<file path="config.mk">
export PLATFORM = sky130hd
export DESIGN_NAME = cmd_lock_arbiter
export DESIGN_NICKNAME = d
export VERILOG_FILES = /design/src/rtl/cmd_lock_pkg.sv /design/src/rtl/lock_ctrl.sv /design/src/rtl/lock_dpath.sv /design/src/rtl/cmd_lock_arbiter.sv
export SDC_FILE = /design/constraint.sdc
export NUM_CORES = 1
export LEC_CHECK = 0
export BUFFER_PORTS_ARGS = -buffer_cell sky130_fd_sc_hd__buf_2
export CORE_ASPECT_RATIO = 1.75
export CORE_UTILIZATION = 24
export CTS_CLUSTER_SIZE = 24
export DETAILED_ROUTE_END_ITERATION = 6
export SYNTH_ARGS = -nofsm -noshare
export SYNTH_HDL_FRONTEND = slang
export SYNTH_SLANG_ARGS = --single-unit
</file>
<file path="constraint.sdc">
create_clock -name clk -period 3.3 [get_ports clk]
set_input_delay 0.165 -clock clk [delete_from_list [all_inputs] [get_ports clk]]
set_output_delay 0.165 -clock clk [all_outputs]
set_load 0.02 [all_outputs]
</file>
<file path="src/rtl/cmd_lock_pkg.sv">
package cmd_lock_pkg;
  // control register field positions (decoded by the arbiter)
  localparam int RST_BIT = 7;
  localparam int EN_BIT  = 3;
  localparam int CMD_MSB = 2;
  localparam int OVR_BIT = 0;
  localparam logic [7:0] FIELD_MASK = 8'h0F;
  localparam logic [7:0] SPARE_MASK = 8'h70;
  localparam int CTRL_IDX = 0;
  localparam int ERR_ADDR = 6;

  typedef struct packed {
    logic lockOpen;
    logic fieldWr;
    logic swReset;
    logic ovrSet;
    logic ovrClr;
  } lockStrb_t;
endpackage

</file>
<file path="src/rtl/lock_ctrl.sv">
module lock_ctrl
  import cmd_lock_pkg::*;
#(
  parameter int ADDR_W = 3,
  parameter int DATA_W = 8
) (
  input  logic              clk,
  input  logic              rstN,
  input  logic              wrEn,
  input  logic [ADDR_W-1:0] wrAddr,
  input  logic [DATA_W-1:0] wrData,
  input  logic              txStart,
  input  logic              byteDone,
  output logic              busy,
  output logic              cmdLaunch,
  output logic [2:0]        launchCode,
  output logic              killStrobe,
  output logic              resetStrobe,
  output logic              abortStrobe,
  output lockStrb_t         strb
);
  logic busyQ, pendQ;
  logic ctrlWr, isReset, isKill, isAbortCode, rejected, launchNow, abortReq, abortFire;

  always_comb begin
    ctrlWr      = wrEn && (wrAddr == ADDR_W'(CTRL_IDX));
    isReset     = ctrlWr && wrData[RST_BIT];
    isKill      = ctrlWr && !isReset && (!wrData[EN_BIT] || !wrData[CMD_MSB]);
    isAbortCode = ctrlWr && !isReset && !isKill && (wrData[1:0] == 2'b00);
    rejected    = busyQ && ctrlWr && !isReset && !isKill && !isAbortCode;
    launchNow   = !busyQ && ctrlWr && !isReset && !isKill;
    abortReq    = busyQ && isAbortCode;
    abortFire   = busyQ && byteDone && (pendQ || abortReq);
  end

  always_comb begin
    strb.lockOpen = !busyQ;
    strb.fieldWr  = ctrlWr && !isReset && !rejected;
    strb.swReset  = isReset;
    strb.ovrSet   = rejected;
    strb.ovrClr   = wrEn && (wrAddr == ADDR_W'(ERR_ADDR)) && wrData[OVR_BIT];
  end

  always_ff @(posedge clk or negedge rstN) begin
    if (!rstN) begin
      busyQ       <= 1'b0;
      pendQ       <= 1'b0;
      cmdLaunch   <= 1'b0;
      launchCode  <= '0;
      killStrobe  <= 1'b0;
      resetStrobe <= 1'b0;
      abortStrobe <= 1'b0;
    end else begin
      if (isReset || isKill)  busyQ <= 1'b0;
      else if (txStart)       busyQ <= 1'b1;
      else if (byteDone)      busyQ <= 1'b0;

      if (isReset || isKill)  pendQ <= 1'b0;
      else if (abortFire)     pendQ <= 1'b0;
      else if (abortReq)      pendQ <= 1'b1;

      cmdLaunch   <= launchNow;
      if (launchNow) launchCode <= wrData[2:0];
      killStrobe  <= isKill;
      resetStrobe <= isReset;
      abortStrobe <= abortFire;
    end
  end

  assign busy = busyQ;
endmodule

</file>
<file path="src/rtl/lock_dpath.sv">
module lock_dpath
  import cmd_lock_pkg::*;
#(
  parameter int ADDR_W   = 3,
  parameter int DATA_W   = 8,
  parameter int NUM_LOCK = 6
) (
  input  logic                       clk,
  input  logic                       rstN,
  input  logic                       wrEn,
  input  logic [ADDR_W-1:0]          wrAddr,
  input  logic [DATA_W-1:0]          wrData,
  input  lockStrb_t                  strb,
  output logic [NUM_LOCK-1:0]        regWrEn,
  output logic [NUM_LOCK*DATA_W-1:0] regImage,
  output logic                       ovrErr
);
  localparam logic [DATA_W-1:0] FMASK = DATA_W'(FIELD_MASK);
  localparam logic [DATA_W-1:0] SMASK = DATA_W'(SPARE_MASK);

  for (genvar i = 0; i < NUM_LOCK; i++) begin : g_reg
    logic [DATA_W-1:0] q;
    assign regWrEn[i] = wrEn && (wrAddr == ADDR_W'(i)) && strb.lockOpen && !strb.swReset;
    assign regImage[i*DATA_W +: DATA_W] = q;

    if (i == CTRL_IDX) begin : g_ctrl
      logic [DATA_W-1:0] nxt;
      always_comb begin
        nxt = q;
        if (regWrEn[i]) nxt = (nxt & ~SMASK) | (wrData & SMASK);
        if (strb.fieldWr) nxt = (nxt & ~FMASK) | (wrData & FMASK);
      end
      always_ff @(posedge clk or negedge rstN) begin
        if (!rstN)             q <= '0;
        else if (strb.swReset) q <= '0;
        else                   q <= nxt;
      end
    end else begin : g_plain
      always_ff @(posedge clk or negedge rstN) begin
        if (!rstN)             q <= '0;
        else if (strb.swReset) q <= '0;
        else if (regWrEn[i])   q <= wrData;
      end
    end
  end

  always_ff @(posedge clk or negedge rstN) begin
    if (!rstN)             ovrErr <= 1'b0;
    else if (strb.swReset) ovrErr <= 1'b0;
    else if (strb.ovrSet)  ovrErr <= 1'b1;
    else if (strb.ovrClr)  ovrErr <= 1'b0;
  end
endmodule

</file>
<file path="src/rtl/cmd_lock_arbiter.sv">
module cmd_lock_arbiter
  import cmd_lock_pkg::*;
#(
  parameter int ADDR_W   = 3,
  parameter int DATA_W   = 8,
  parameter int NUM_LOCK = 6
) (
  input  logic                       clk,
  input  logic                       rstN,
  input  logic                       wrEn,
  input  logic [ADDR_W-1:0]          wrAddr,
  input  logic [DATA_W-1:0]          wrData,
  input  logic                       txStart,
  input  logic                       byteDone,
  output logic                       busy,
  output logic [NUM_LOCK-1:0]        regWrEn,
  output logic [NUM_LOCK*DATA_W-1:0] regImage,
  output logic                       cmdLaunch,
  output logic [2:0]                 launchCode,
  output logic                       killStrobe,
  output logic                       resetStrobe,
  output logic                       abortStrobe,
  output logic                       ovrErr
);
  lockStrb_t strb;

  lock_ctrl #(.ADDR_W(ADDR_W), .DATA_W(DATA_W)) u_ctrl (
    .clk(clk), .rstN(rstN), .wrEn(wrEn), .wrAddr(wrAddr), .wrData(wrData),
    .txStart(txStart), .byteDone(byteDone), .busy(busy),
    .cmdLaunch(cmdLaunch), .launchCode(launchCode), .killStrobe(killStrobe),
    .resetStrobe(resetStrobe), .abortStrobe(abortStrobe), .strb(strb)
  );

  lock_dpath #(.ADDR_W(ADDR_W), .DATA_W(DATA_W), .NUM_LOCK(NUM_LOCK)) u_dpath (
    .clk(clk), .rstN(rstN), .wrEn(wrEn), .wrAddr(wrAddr), .wrData(wrData),
    .strb(strb), .regWrEn(regWrEn), .regImage(regImage), .ovrErr(ovrErr)
  );
endmodule

</file>
==> flow_summary_export.csv <==
group,metric,value,unit
run_status,status,"completed",
logic_synthesis,synth.area.top_cells,"dfrtp_1 (60%), a22o_1 (13%), a22oi_1 (2.5%)",
logic_synthesis,syn_nets,213,
timing,drv_slew,0,
logic_synthesis,netlist_area,0.00238,mm^2
critical_path,worst_path_max_delay_cell,"nor3_1",
logic_synthesis,synth_commonest_cells,"dfrtp_1 (57), a22o_1 (35), nand2_1 (9), a22oi_1 (8), clkbuf_1 (8)",
routing,vias,1976,
timing,fin_skew,0.00504,ns
timing,final_hold_viol_count,0,
routing,wirelength,7070,um
global_route,grt_max_degree,31,
floorplan,fp.dieH,134,um
logic_synthesis,async_flop_share,100,%
timing,setup_tns,0,ns
floorplan,die_area,0.0103,mm^2
clock_network,cts.reportedPaths.clkPinSlew,0.05,ns
power,p_int,1.49,mW
clock_network,htree_levels,3,
logic_synthesis,yosysTopAreaCellShare,60.0,%
timing,layout_setup_ws,0.957,ns
critical_path,critPathKind,"register to primary output",
logic_synthesis,ys_warn_count,0,
place,pre_cts_ws,1.28,ns
critical_path,cp_num_buf_inv,1,
logic_synthesis,synth_edf_count,0,
routing,drt_iter0_drc,152,
floorplan,start_util,25.0,%
critical_path,cp.arrival,2.18,ns
critical_path,path_max_fanout,22,
flow_run,maxCapViolCount,0,
logic_synthesis,synthMostInstantiatedCell,"dfrtp_1",
floorplan,rows,47,
layout,n_fill_cell,990,
clock_network,cts_buffer_depth,2,
logic_synthesis,yosys.area.top_type,"dfrtp_1",
clock_network,clock-sinks,57,
global_route,grt_usage,14.6,%
clock_network,cts_resized,0,
layout,nets,289,
clock_network,cts_tree,"done",
logic_synthesis,synthFlopType,"dfrtp_1",
power,powerDensity,684,mW/mm^2
place,gp_congestion,0.756,
power,combPwrFrac,20.9,%
logic_synthesis,synth_area_per_cell,12.1,um^2
routing,drc,0,
logic_synthesis,yosysSeqAreaShare,60.0,%
place,place_area,0.00287,mm^2
power,switchingPower,0.654,mW
timing,setup_viol,0,
critical_path,r2r_slack,1.41,ns
floorplan,io_pins,79,
timing,fmax,427,MHz
logic_synthesis,synth.distinct_cells,38,
routing,first_pass_iters,4,
routing,ant_nets,0,
clock_network,cts_root_buffer,"clkbuf_16",
worst_hold_path,hp-class,"input port to register",
layout,drive_above_1_share,37.2,%
power,p_seq_share,41.2,%
timing,min_period_over_period,71.0,%
critical_path,end_kind,"primary output",
routing,wl_per_cell,17.7,um
place,port_buffers,77,
critical_path,max_stage_delay,0.91,ns
clock_network,clk_latency,0.32,ns
floorplan,die_w,77.3,um
layout,antenna_cells,0,
global_route,grt_pass1_wl,11200,um
timing,rsz0062_at_grt,"no",
logic_synthesis,synth_cells,197,
critical_path,path_cells,"nor3_1, buf_2",
power,p_sw_share,30.5,%
timing,holdWs,0.0786,ns
global_route,antenna_found_initial,0,
global_route,overflow,0,
global_route,grt_pass1_vias,1963,
floorplan,core_area,0.00953,mm^2
power,clkPwrFrac,37.9,%
timing,slew_headroom,33.6,%
layout,area_delta_synth_final,32.0,%
logic_synthesis,ys_ff_latch,57,
routing,viasPerCell,4.95,
power,peakVddDrop,324,uV
critical_path,worst_setup_path_start_kind,"register",
critical_path,cp_top_family,"simple AND/OR/NAND/NOR gates",
power,p_leak,1.61,nW
layout,post-route-cell-area,0.00314,mm^2
critical_path,crit_required,3.13,ns
clock_network,cts_setup_buffers,0,
timing,period_needed,2.34,ns
clock_network,cts-buffers-inserted,9,
place,hpwl,4990,um
timing,worst_slew_pin_slew,0.988,ns
## flip-flops by register name (all words and copies together), names as in the netlist
signal and cells:
u_ctrl.launchCode 3, u_ctrl.pendQ 1, u_ctrl.cmdLaunch 1, u_ctrl.resetStrobe 1, u_ctrl.killStrobe 1, u_ctrl.busy 1, u_dpath.g.q 47, u_ctrl.abortStrobe 1
u_dpath.ovrErr 1
## worst paths after layout
path / startpoint / to / cells past startpoint
max: u_ctrl.busy / regWrEn[2] / 2
min: byteDone / u_ctrl.pendQ / 2
max reg2reg: u_ctrl.busy / u_dpath.g_reg[1].q[3] / 3
min reg2reg: u_ctrl.launchCode[2] / u_ctrl.launchCode[2] / 1
max in group asynchronous: rstN / u_dpath.g_reg[3].q[7] / 3
min in group asynchronous: rstN / u_dpath.ovrErr / 2
## timing repair
| action | 4_1_cts | 5_1_grt |
|---|---|---|
| endpoints found under the setup margin | 0 | 0 |
| hold endpoints to repair | 27 | 0 |
| hold buffers | 1 | 0 |
## layout make-up
class	instances	area [um^2]	share of cell area, %
multi-input combinational	118	861	27.4
inverter	7	26.3	0.837
sequential	57	1430	45.4
timing repair buffer	80	410	13.1
clock inverter	4	20.0	0.638
tap	122	153	4.86
clock buffer	11	243	7.73
## cell families after synthesis
logic type / count (synthesis) / share of synthesized area [%]
buffers and inverters: 22 / 3.84
other: 1 / 0.158
AND/OR/NAND/NOR: 47 / 12.4
flip-flops: 57 / 60.0
AO/OA/AOI/OAI: 68 / 22.7
multiplexers: 2 / 0.947
## layout by cell type (no fill, tap or decap), types with 3 or more instances in the layout
cell type and instances:
clkbuf_16 9, nor2_1 7, nand4_1 4, nor2b_1 4
inv_1 7, a22o_1 35, a21oi_1 6, nand3_1 5
a31oi_1 3, dfrtp_1 57, buf_2 77, nand2_1 9
clkinv_2 4, a22oi_1 8, o311ai_0 4, o21ai_0 4
## per-stage QoR
stage          power, mW  util (%)  instances
2_1_floorplan       1.16         -        197
5_1_grt             2.26      33.0        399
3_5_place_dp        1.35      30.1        383
4_1_cts             2.18      33.0        399
3_3_place_gp        1.34      30.1        383
6_report            2.15      33.0        399
## routing by layer
layer	routed length [um]	vias to the layer above	track usage, %
met5	0	-	0
met4	115	0	6.29
met3	409	8	4.79
met2	3700	73	24.1
met1	2850	996	17.2
li1	-	899	-
## power groups by stage
stage / combinational [mW] / clock, mW / sequential, mW
5_1_grt: 0.488 / 0.871 / 0.897
2_1_floorplan: 0.145 / 0 / 1.01
3_3_place_gp: 0.445 / 0 / 0.894
4_1_cts: 0.456 / 0.835 / 0.885
6_report: 0.450 / 0.813 / 0.885
3_5_place_dp: 0.453 / 0 / 0.893
## worst register-to-register path: stages, from the launching register on
cell and delay [ns]:
dfrtp_1 0.79, nor2_1 0.20, a22oi_1 0.59, a22o_1 0.23
No activity file was read; power rests on OpenSTA's default activity.
